==> config.mk <==
export PLATFORM = sky130hd
export DESIGN_NAME = dma_chan_arb
export DESIGN_NICKNAME = d
export VERILOG_FILES = /design/src/rtl/dma_arb_pkg.sv /design/src/rtl/dma_arb_port_pick.sv /design/src/rtl/dma_arb_owner.sv /design/src/rtl/dma_chan_arb.sv
export SDC_FILE = /design/constraint.sdc
export NUM_CORES = 1
export LEC_CHECK = 0
export BUFFER_PORTS_ARGS = -buffer_cell sky130_fd_sc_hd__buf_2
export CELL_PAD_IN_SITES_DETAIL_PLACEMENT = 1
export CELL_PAD_IN_SITES_GLOBAL_PLACEMENT = 2
export CORE_MARGIN = 5
export CORE_UTILIZATION = 34
export DETAILED_ROUTE_END_ITERATION = 8
export HOLD_SLACK_MARGIN = 0.12
export MAX_ROUTING_LAYER = met4
export PLACE_DENSITY_LB_ADDON = 0.12
export SLEW_MARGIN = 20
export SYNTH_ARGS = -nofsm -noshare
export SYNTH_HDL_FRONTEND = slang
export SYNTH_SLANG_ARGS = --single-unit
==> constraint.sdc <==
create_clock -name clk_i -period 4.05 [get_ports clk_i]
set_input_delay 1.0125 -clock clk_i [delete_from_list [all_inputs] [get_ports clk_i]]
set_output_delay 1.0125 -clock clk_i [all_outputs]
set_load 0.01 [all_outputs]
==> src/rtl/dma_arb_pkg.sv <==
package dma_arb_pkg;
  localparam int NUM_INJ  = 6;
  localparam int NUM_PORT = 2;
  localparam int NUM_CH   = NUM_INJ + NUM_PORT;
  localparam int CH_W     = $clog2(NUM_CH);

  typedef logic [CH_W-1:0] ch_idx_t;

  typedef struct packed {
    logic    vld;
    ch_idx_t ch;
  } owner_t;
endpackage

==> src/rtl/dma_arb_port_pick.sv <==
module dma_arb_port_pick
  import dma_arb_pkg::*;
#(
  parameter int PORT_ID = 0
) (
  input  logic [NUM_CH-1:0]  req_i,
  input  logic [NUM_INJ-1:0] inj_port_i,
  input  owner_t             owner_i,
  output logic               want_o,
  output ch_idx_t            ch_o,
  output logic               inj_o
);
  localparam int EXT_CH = NUM_INJ + PORT_ID;

  logic    ext_req;
  logic    free_found;
  ch_idx_t free_ch;
  logic    inj_ok;
  ch_idx_t inj_ch;

  assign ext_req = req_i[EXT_CH];

  // ascending scan, last hit wins: highest channel number
  always_comb begin
    free_found = 1'b0;
    free_ch    = '0;
    for (int c = 0; c < NUM_INJ; c++) begin
      if (req_i[c] && (inj_port_i[c] == 1'(PORT_ID))) begin
        free_found = 1'b1;
        free_ch    = ch_idx_t'(c);
      end
    end
  end

  always_comb begin
    if (owner_i.vld) begin
      inj_ok = req_i[owner_i.ch];
      inj_ch = owner_i.ch;
    end else begin
      inj_ok = free_found;
      inj_ch = free_ch;
    end
  end

  assign want_o = ext_req | inj_ok;
  assign ch_o   = ext_req ? ch_idx_t'(EXT_CH) : inj_ch;
  assign inj_o  = ~ext_req;
endmodule

==> src/rtl/dma_arb_owner.sv <==
module dma_arb_owner
  import dma_arb_pkg::*;
(
  input  logic    clk_i,
  input  logic    rst_ni,
  input  logic    take_i,
  input  ch_idx_t ch_i,
  input  logic    eof_i,
  output owner_t  owner_o
);
  owner_t own_q;

  always_ff @(posedge clk_i or negedge rst_ni) begin
    if (!rst_ni)     own_q <= '0;
    else if (take_i) own_q <= eof_i ? '0 : '{vld: 1'b1, ch: ch_i};
  end

  assign owner_o = own_q;


  owner_is_inj_chk: assert property (@(posedge clk_i) disable iff (!rst_ni)
    own_q.vld |-> (int'(own_q.ch) < NUM_INJ));
endmodule

==> src/rtl/dma_chan_arb.sv <==
module dma_chan_arb
  import dma_arb_pkg::*;
(
  input  logic               clk_i,
  input  logic               rst_ni,
  input  logic [NUM_CH-1:0]  req_i,
  input  logic [NUM_CH-1:0]  eof_i,
  input  logic [NUM_INJ-1:0] inj_port_i,
  output logic [NUM_CH-1:0]  gnt_o,
  output logic               gnt_vld_o,
  output logic               gnt_port_o
);
  logic [NUM_PORT-1:0] want;
  logic [NUM_PORT-1:0] pick_inj;
  logic [NUM_PORT-1:0] take;
  ch_idx_t             pick_ch [NUM_PORT];
  owner_t              own     [NUM_PORT];

  logic                both, any, sel, rr_q;
  logic [NUM_CH-1:0]   gnt_d, gnt_q;
  logic                port_q;

  for (genvar p = 0; p < NUM_PORT; p++) begin : g_port
    dma_arb_port_pick #(.PORT_ID(p)) u_pick (
      .req_i      (req_i),
      .inj_port_i (inj_port_i),
      .owner_i    (own[p]),
      .want_o     (want[p]),
      .ch_o       (pick_ch[p]),
      .inj_o      (pick_inj[p])
    );

    dma_arb_owner u_own (
      .clk_i   (clk_i),
      .rst_ni  (rst_ni),
      .take_i  (take[p]),
      .ch_i    (pick_ch[p]),
      .eof_i   (eof_i[pick_ch[p]]),
      .owner_o (own[p])
    );
  end

  always_comb begin
    both  = &want;
    any   = |want;
    sel   = both ? rr_q : want[1];
    gnt_d = '0;
    if (any) gnt_d[pick_ch[sel]] = 1'b1;
    for (int p = 0; p < NUM_PORT; p++)
      take[p] = any && (sel == 1'(p)) && pick_inj[p];
  end

  always_ff @(posedge clk_i or negedge rst_ni) begin
    if (!rst_ni) begin
      gnt_q  <= '0;
      port_q <= 1'b0;
      rr_q   <= 1'b0;
    end else begin
      gnt_q  <= gnt_d;
      port_q <= sel;
      if (both) rr_q <= ~rr_q;
    end
  end

  assign gnt_o      = gnt_q;
  assign gnt_vld_o  = |gnt_q;
  assign gnt_port_o = port_q;


  gnt_onehot_chk: assert property (@(posedge clk_i) disable iff (!rst_ni)
    $onehot0(gnt_o));


  gnt_had_req_chk: assert property (@(posedge clk_i) disable iff (!rst_ni)
    gnt_vld_o |-> ((gnt_o & ~$past(req_i)) == '0));


  rr_alternate_chk: assert property (@(posedge clk_i) disable iff (!rst_ni)
    (want == 2'b11) |=> (gnt_port_o == $past(rr_q)) && (rr_q != $past(rr_q)));

  for (genvar p = 0; p < NUM_PORT; p++) begin : g_chk

    ext_first_chk: assert property (@(posedge clk_i) disable iff (!rst_ni)
      (gnt_vld_o && (gnt_port_o == 1'(p)) && $past(req_i[NUM_INJ+p]))
        |-> gnt_o[NUM_INJ+p]);


    owner_keeps_chk: assert property (@(posedge clk_i) disable iff (!rst_ni)
      (own[p].vld && take[p]) |=> (gnt_o == (NUM_CH'(1) << $past(own[p].ch))));
  end
endmodule

# Yosys cells after proc, flatten, opt, wreduce, memory -nomap -nowiden
# Index checks and enable logic that the tools add are counted.
# Widths: inputs -> output; s select.
# op_classes
n_lt_le_gt_ge,7
n_mux,45
bitwise,13
n_reduce_logical,20
# op_table
op,count
$mux 3,13
$mux 1,22
$lt 3x4->1 const B,5
$logic_and 1x1->1,17
$bmux 1 s3,4
$not 1->1,10
$mux 4,2
$mux 8,1
$reduce_or 8->1,1
$mux 2,2
$demux 1 s3,1
$ge 3x1->1 const B,1
$ge 2x2->1 const B,1
$not 1->2,1
$or 1x1->1,2
$reduce_and 2->1,1
$reduce_or 2->1,1
# word_totals
register_bits,18
output_inout_bits,10
word_cells,92

# Logic depth before layout (Yosys ltp)
# Gate-level depths: netlist of the first run.
# logic_depth
word_depth,21
depth_mapped,8

# By module
# A second synthesis of the first run with hierarchy kept.
# hier_totals
hier_cells,135
area_unflattened_um2,1248.7
# by_module_without_submodules
module,n_inst,cells_per_inst,area_each_um2
dma_chan_arb,1,53,588.1
dma_arb_owner,2,15,162.7
dma_arb_port_pick at g_port[0].u_pick,1,28,171.4
dma_arb_port_pick at g_port[1].u_pick,1,24,163.9

# Least setup slack after synthesis of the first run
# Ideal clock, no wire load.
# synth_path
path_type,input-to-reg
from,input req_i[6]
to,"register g_port[1].u_own.own_q, in the netlist g_port[1].u_own.owner_o[1]"
setup_time_ps,125
arrival_ps,3283
setup_slack_ps,643
cell_stages,8
n_path_buf,2
path_cell_list,buf_2 mux4_2 nor2b_1 or3_4 o41a_1 buf_6 nor3_1 mux2_2
# synth_between
elab_chain_cells,8
word_cells_on_any_way,13
cone_classes,7 x mux; 2 x bitwise; 4 x reduce/logical
# synth_rtl
element,line_no,text
start: declaration,dma_chan_arb.sv:6,"input logic [NUM_CH-1:0] req_i,"
$bmux 1 s3,dma_arb_port_pick.sv:37,inj_ok = req_i[owner_i.ch];
$mux 1 (implied by the code),dma_arb_port_pick.sv:37,
$mux 1,dma_arb_port_pick.sv:36,if (owner_i.vld) begin
$or 1x1->1,dma_arb_port_pick.sv:45,assign want_o = ext_req | inj_ok;
$reduce_and 2->1,dma_chan_arb.sv:44,both = &want;
$mux 1,dma_chan_arb.sv:46,sel = both ? rr_q : want[1];
$logic_and 1x1->1 * (2 in series),dma_chan_arb.sv:50,take[p] = any && (sel == 1'(p)) && pick_inj[p];
end signal: assignment,dma_arb_owner.sv:15,"else if (take_i) own_q <= eof_i ? '0 : '{vld: 1'b1, ch: ch_i};"
end: declaration,dma_arb_owner.sv:11,owner_t own_q;
# Every way passes the cells marked *; elsewhere a longest branch is shown, timed or not. The select of a mux whose other input is x is not followed.
# A chain may end at the register's enable or synchronous reset.

# Final worst setup path of the first run
# layout_path
from,input req_i[6]
to,register gnt_q[6] (netlist: gnt_o[6])
# layout_between
elab_chain_cells,15
word_cells_on_any_way,22
cone_classes,2 x order compare; 14 x mux; 3 x bitwise; 3 x reduce/logical
# layout_rtl
element,line_no,text
$bmux 1 s3,dma_arb_port_pick.sv:37,
$mux 1 (implied by the code),dma_arb_port_pick.sv:37,
$mux 1,dma_arb_port_pick.sv:36,
$or 1x1->1,dma_arb_port_pick.sv:45,
$reduce_and 2->1,dma_chan_arb.sv:44,
$mux 1,dma_chan_arb.sv:46,
$not 1->2 (implied by the code),dma_chan_arb.sv:48,if (any) gnt_d[pick_ch[sel]] = 1'b1;
$mux 3 (implied by the code) (3 in series),dma_chan_arb.sv:48,
$lt 3x4->1 (implied by the code) / $ge 3x1->1 (equally long branches),dma_chan_arb.sv:48,
$logic_and 1x1->1 (implied by the code),dma_chan_arb.sv:48,
$mux 1 (implied by the code),dma_chan_arb.sv:48,
$demux 1 s3,dma_chan_arb.sv:48,
$mux 8 *,dma_chan_arb.sv:48,
named net gnt_d[6],dma_chan_arb.sv:20,"logic [NUM_CH-1:0] gnt_d, gnt_q;"
end signal: assignment,dma_chan_arb.sv:59,gnt_q <= gnt_d;
end: declaration,dma_chan_arb.sv:20,
# Mark *: on every way through the listed nets, which the timed path passes. The rest lies on a longest branch. The select of a mux whose other input is x is not followed.

==> results of run 1 <==
-- flip-flops by register name, summed over array words and instances (netlist names) --
| name | cells |
|---|---|
| g_port.u_own.owner_o | 8 |
| gnt_o | 8 |
| gnt_port_o | 1 |
| rr_q | 1 |
-- placed cells by master, fill, tap and decap left out, types with 5 or more instances in the layout --
cell type,n
buf_2,33
nand2_1,22
dfrtp_1,18
o21ai_0,13
a21oi_1,13
nor3_1,10
nand2b_1,8
nor2_1,8
nand3_1,8
inv_1,7
or4_1,7
mux2_2,6
a211o_1,5
-- cells in the mapped netlist, types with 2 or more instances --
| cell type | number |
|---|---|
| mux2i_1 | 4 |
| clkbuf_1 | 7 |
| o22ai_1 | 2 |
| nor2b_1 | 4 |
| o21ai_0 | 13 |
| o211ai_1 | 4 |
| nand2_1 | 22 |
| nor4_1 | 3 |
| nand3_1 | 8 |
| a211o_1 | 5 |
| o31ai_1 | 4 |
| a31oi_1 | 2 |
| and2_1 | 3 |
| nor3_1 | 10 |
| dfrtp_1 | 18 |
| o21a_1 | 4 |
| inv_1 | 7 |
| nand2b_1 | 8 |
| a22oi_1 | 2 |
| or4_1 | 7 |
| and4_1 | 2 |
| nor2_1 | 8 |
| a21oi_1 | 13 |
| o31a_1 | 2 |
| mux4_2 | 3 |
| buf_6 | 2 |
| mux2_2 | 6 |
| a221oi_1 | 2 |
-- layout make-up --
class | instances | area, um^2
Timing Repair Buffer | 36 | 188
Tap cell | 54 | 67.6
Fill cell | 580 | 2800
Sequential cell | 18 | 450
Clock buffer | 4 | 55.1
Inverter | 7 | 26.3
Multi-Input combinational cell | 163 | 1110
-- routing by layer --
| metal | vias to the layer above | wire length, um | part of all wire (%) |
|---|---|---|---|
| li1 | 831 | - | - |
| met1 | 894 | 2600 | 45 |
| met2 | 34 | 2890 | 50 |
| met3 | 11 | 225 | 3.9 |
| met4 | 0 | 99 | 1.7 |
| met5 | - | 0 | 0 |
-- logic make-up (layout without fill, tap and decap cells) --
kind of cell | Yosys count | after routing | synth area share, %
DFF | 18 | 18 | 27.5
AOI/OAI and AO/OA | 70 | 70 | 30.7
muxes | 13 | 13 | 10.7
xor gates and xnor gates | 1 | 1 | 0.535
buffers and inverters | 17 | 47 | 4.89
and+or+nand+nor | 79 | 79 | 25.7
-- worst max-delay path by stage --
stage | cells after the start | to | slack, ns
final | 7 | gnt_o[6]$_DFF_PN0_ | 0.68
after global routing | 7 | gnt_o[6]$_DFF_PN0_ | 0.60
after CTS | 7 | gnt_o[6]$_DFF_PN0_ | 0.72
after detailed placement | 7 | gnt_o[6]$_DFF_PN0_ | 0.43
after global placement | 7 | g_port[1].u_own.owner_o[2]$_DFFE_PN0P_ | 0.53
after floorplan | 8 | g_port[1].u_own.owner_o[1]$_DFFE_PN0P_ | 0.64
-- critical path, stage by stage --
cell and delay (ns):
buf_2 0.15, mux4_2 0.47, nor2b_1 0.14, or3_4 0.40, o41a_1 0.59, or4_1 0.56, a21oi_1 0.20
-- report_power, final --
| part | internal [mW] | switching, mW |
|---|---|---|
| clock network | 0.0865 | 0.0613 |
| registers | 0.254 | 0.0964 |
| logic | 0.320 | 0.433 |
| total | 0.660 | 0.591 |
==> flow_metrics.env, run 1 <==
export IMPL_status="finished, final reports clean"
export IMPL_dieArea_mm2=0.00631
export IMPL_ctsResizeCount=0
export IMPL_cts_num_sinks=18
export IMPL_drv_slew=0
export IMPL_seq_area_frac_synth_pct=27.5
export IMPL_core_area_mm2=0.00469
export IMPL_ys_ff_latch=18
export IMPL_area_growth_pct=15.7
export IMPL_fin_skew_ns=0.00434
export IMPL_design_portCount=34
export IMPL_period_share_pct=83.1
export IMPL_cts_tree="built"
export IMPL_hold_buffers=0
export IMPL_grtUsageMet1_pct=25.5
export IMPL_routed_wl_um=5810
export IMPL_holdPathStages=1
export IMPL_cp_end_kind="flop"
export IMPL_synth_area_per_cell_um2=8.27
export IMPL_powerDensity_mw_per_mm2=660
export IMPL_numPortBuffers=33
export IMPL_grt_pass1_wl_um=9470
export IMPL_use_met3_pct=3.84
export IMPL_synth_edff_count=0
export IMPL_rsz0062_at_grt="false"
export IMPL_layout_drive_gt1_share_pct=23.2
export IMPL_r2r_cells=6
export IMPL_postPlaceCellArea_mm2=0.00184
export IMPL_max_freq_ghz=0.297
export IMPL_fin_util_pct=40.4
export IMPL_worstReg2RegEnd="gnt_o[6]$_DFF_PN0_"
export IMPL_post_cts_setup_buffers=0
export IMPL_ys_warn_count=0
export IMPL_htreeDepth=1
export IMPL_startpoint="req_i[6]"
export IMPL_insertion_delay_ns=0.26
export IMPL_cp_max_fo=13
export IMPL_ant_nets=0
export IMPL_postSynth_asyncResetShare_pct=100
export IMPL_antenna_found_initial=0
export IMPL_placed_cells=278
export IMPL_synth_top_area_share_pct=27.5
export IMPL_hp_start="g_port[0].u_own.owner_o[0]$_DFFE_PN0P_"
export IMPL_min_to="g_port[0].u_own.owner_o[0]$_DFFE_PN0P_"
export IMPL_nets=253
export IMPL_timing_final_ws_setup_ns=0.682
export IMPL_r2r_slack_ns=1.01
export IMPL_dp_final_hpwl_um=4620
export IMPL_yosys_cell_types_count=51
export IMPL_start_kind="input pin"
export IMPL_period_minus_slack_ns=3.37
export IMPL_drc=0
export IMPL_die_y_um=79.4
export IMPL_tightest_slew_ns=0.795
export IMPL_grt_max_degree=19
export IMPL_gp_congestion=0.915
export IMPL_ir_worst_vdd_mv=0.227
export IMPL_totalPowerFinal_mw=1.25
export IMPL_stdcell_area_mm2=0.00189
export IMPL_worstPathRequired_ns=4.22
export IMPL_grtUsageMet2_pct=32.2
export IMPL_worstPathArrival_ns=3.54
export IMPL_gr_total_overflow=0
export IMPL_grt_pass1_vias=1813
export IMPL_tns_ns=0
export IMPL_avgRoutedWirePerCell_um=20.6
export IMPL_cts_made_buffers=3
export IMPL_dr_total_vias=1770
export IMPL_antenna_cells=0
export IMPL_relSlewSlack_pct=46.4
export IMPL_hold_violations=0
export IMPL_drtPass1Iterations=4
export IMPL_grt_busiest_layer="met2"
export IMPL_synth_main_ff_cell="dfrtp_1"
export IMPL_maxCapViolations=0
export IMPL_critPathKind="input pin to flop"
export IMPL_start_util_pct=34.9
export IMPL_syn_nets=222
export IMPL_finalSetupViolCount=0
export IMPL_worstHoldPathType="flop to flop"
export IMPL_avgViaCountPerCell=6.28
export IMPL_die_w_um=79.4
export IMPL_final_instance_count_excl_fill=282
export IMPL_synth_area_leader_cell="dfrtp_1"
export IMPL_rows=25
export IMPL_grt_util_all_layers_pct=19.9
export IMPL_synthCells=198
export IMPL_preCtsSetupSlack_ns=0.433
export IMPL_synth_area_top_cells="dfrtp_1 28%, nand2_1 5.0%, mux2_2 4.1%"
export IMPL_hold_ws_ns=0.534
export IMPL_cts_root_buf="clkbuf_8"
export IMPL_cts_buffer_depth=2
export IMPL_netlist_area_mm2=0.00164
export IMPL_clk_pin_slew_ns=0.07
export IMPL_r2r_start="g_port[0].u_own.owner_o[1]$_DFFE_PN0P_"
export IMPL_p_leak_nw=0.802
export IMPL_drt_initial_drc_count=100
Power figures use the tool's default switching activity.
==> run 2: changes to the inputs <==
- CORE_UTILIZATION: 34 -> 29
- clock period: 4.05 -> 2.8 ns (I/O delays scaled with it)
==> run 2 against run 1 <==
Flip-flop and latch count stayed put. Critical path type unchanged. Sequential power is 41% higher. Die area is 15% higher. Clock power is 21% higher. Routed wire length is 6.6% higher. Hold slack worse by 0.16 ns. Combinational power is 65% higher.
==> flow_metrics.env, run 2 (synthesis gave the netlist of run 1 again) <==
export IMPL_area_growth_pct=29.2
export IMPL_antenna_cells=0
export IMPL_nets=277
export IMPL_powerDensity_mw_per_mm2=905
export IMPL_ant_nets=0
export IMPL_dr_total_vias=1822
export IMPL_cp_end_kind="flop"
export IMPL_cp_max_fo=13
export IMPL_tns_ns=0
export IMPL_cts_buffer_depth=2
export IMPL_fill_cells=690
export IMPL_grt_max_degree=19
export IMPL_cts_made_buffers=3
export IMPL_drv_slew=0
export IMPL_wl_met2_um=3100
export IMPL_antenna_found_initial=0
export IMPL_met1_length_um=2940
export IMPL_gr_total_overflow=0
export IMPL_cts_num_sinks=18
export IMPL_period_minus_slack_ns=2.68
export IMPL_wl_met3_um=124
export IMPL_fin_skew_ns=0.00269
export IMPL_start_util_pct=29.7
export IMPL_tightest_slew_ns=0.616
export IMPL_final_seq_area_um2=450
export IMPL_final_common_cell="buf_2"
export IMPL_core_area_mm2=0.00551
export IMPL_design_portCount=34
export IMPL_routed_wl_um=6200
export IMPL_die_y_um=85.2
export IMPL_hold_buffers=0
export IMPL_rows=27
export IMPL_ir_worst_vdd_mv=0.346
export IMPL_critPathKind="input pin to flop"
export IMPL_placed_cells=320
export IMPL_p_leak_nw=0.920
export IMPL_insertion_delay_ns=0.25
export IMPL_grt_util_all_layers_pct=18.0
export IMPL_start_kind="input pin"
export IMPL_worstPathRequired_ns=2.97
export IMPL_dp_final_hpwl_um=5230
export IMPL_relSlewSlack_pct=58.6
export IMPL_status="finished, final reports clean"
export IMPL_max_freq_ghz=0.373
export IMPL_die_w_um=85.2
export IMPL_drtPass1Iterations=4
export IMPL_totalPowerFinal_mw=1.91
export IMPL_dieArea_mm2=0.00725
export IMPL_finalSetupViolCount=0
export IMPL_grt_pass1_wl_um=10300
export IMPL_clk_pin_slew_ns=0.07
export IMPL_worstPathArrival_ns=2.85
export IMPL_drt_initial_drc_count=98
export IMPL_worstHoldPathType="input pin to asynchronous set/reset pin"
export IMPL_maxCapViolations=0
export IMPL_top_layer_used="met4"
export IMPL_post_cts_setup_buffers=0
export IMPL_grt_pass1_vias=2076
export IMPL_hold_violations=0
export IMPL_period_share_pct=95.7
export IMPL_avgRoutedWirePerCell_um=19.2
export IMPL_avgViaCountPerCell=5.64
export IMPL_cts_root_buf="clkbuf_8"
export IMPL_drc=0
export IMPL_cts_tree="built"
export IMPL_multi_input_area_mm2=0.00114
export IMPL_final_instance_count_excl_fill=323
export IMPL_htreeDepth=1
export IMPL_gp_congestion=0.928
export IMPL_numPortBuffers=33
export IMPL_layout_drive_gt1_share_pct=31.9
export IMPL_final_cell_mix="33 x buf_2, 27 x buf_4, 22 x nand2_1"
export IMPL_hold_ws_ns=0.378
-- run 2: cell type report --
type                    instances  area share (%)
multi-input cells             163            53.9
inverters                       7            1.24
repair buffers                 60            17.4
clock buffers                   3            1.95
well taps                      72            4.26
flip-flops and latches         18            21.3
-- run 2: path summary, 6_finish.rpt --
path                                                             start                                endpoint  slack [ns]  depth (start not counted)
min in group clk_i              g_port[0].u_own.owner_o[0]$_DFFE_PN0P_  g_port[0].u_own.owner_o[0]$_DFFE_PN0P_        0.56                          1
worst max register to register  g_port[0].u_own.owner_o[1]$_DFFE_PN0P_                      gnt_o[7]$_DFF_PN0_        0.27                          6
worst min register to register  g_port[0].u_own.owner_o[0]$_DFFE_PN0P_  g_port[0].u_own.owner_o[0]$_DFFE_PN0P_        0.56                          1
worst min-delay path                                            rst_ni  g_port[0].u_own.owner_o[2]$_DFFE_PN0P_        0.38                          1
max in group asynchronous                                       rst_ni                      gnt_o[2]$_DFF_PN0_        2.13                          1
worst max-delay path                                          req_i[4]                      gnt_o[7]$_DFF_PN0_        0.12                          7
-- run 2: worst max-delay path: stages --
cell	delay, ns
buf_2	0.12
mux4_2	0.44
nor2b_1	0.14
or3_4	0.33
o41a_4	0.51
or4_1	0.43
a21oi_1	0.17
-- run 2: per-stage QoR --
step                      util [%]  area [um^2]  worst slack [ns]
after global routing          38.4         2120         -0.000115
after CTS                     38.0         2090           0.00584
after floorplan                  -         1660            -0.116
after detailed placement      37.3         2050            -0.250
after global placement        37.3         2050            -0.237
final                         38.4         2120             0.121
-- run 2: power by group --
part	total (mW)	switching [mW]	internal (mW)
registers	0.492	0.124	0.367
clock network	0.179	0.0833	0.0954
logic	1.24	0.665	0.579
-- run 2: what timing repair did --
action | CTS | global route
endpoints found under the setup margin | 0 | 11
gates resized for setup | 0 | 4
endpoints found under the hold margin | 0 | 0
-- run 2: metal layers --
layer	global-route usage (%)	vias up
li1	-	879
met2	31.0	19
met5	-	-
met3	2.62	4
met1	23.0	920
met4	2.01	0
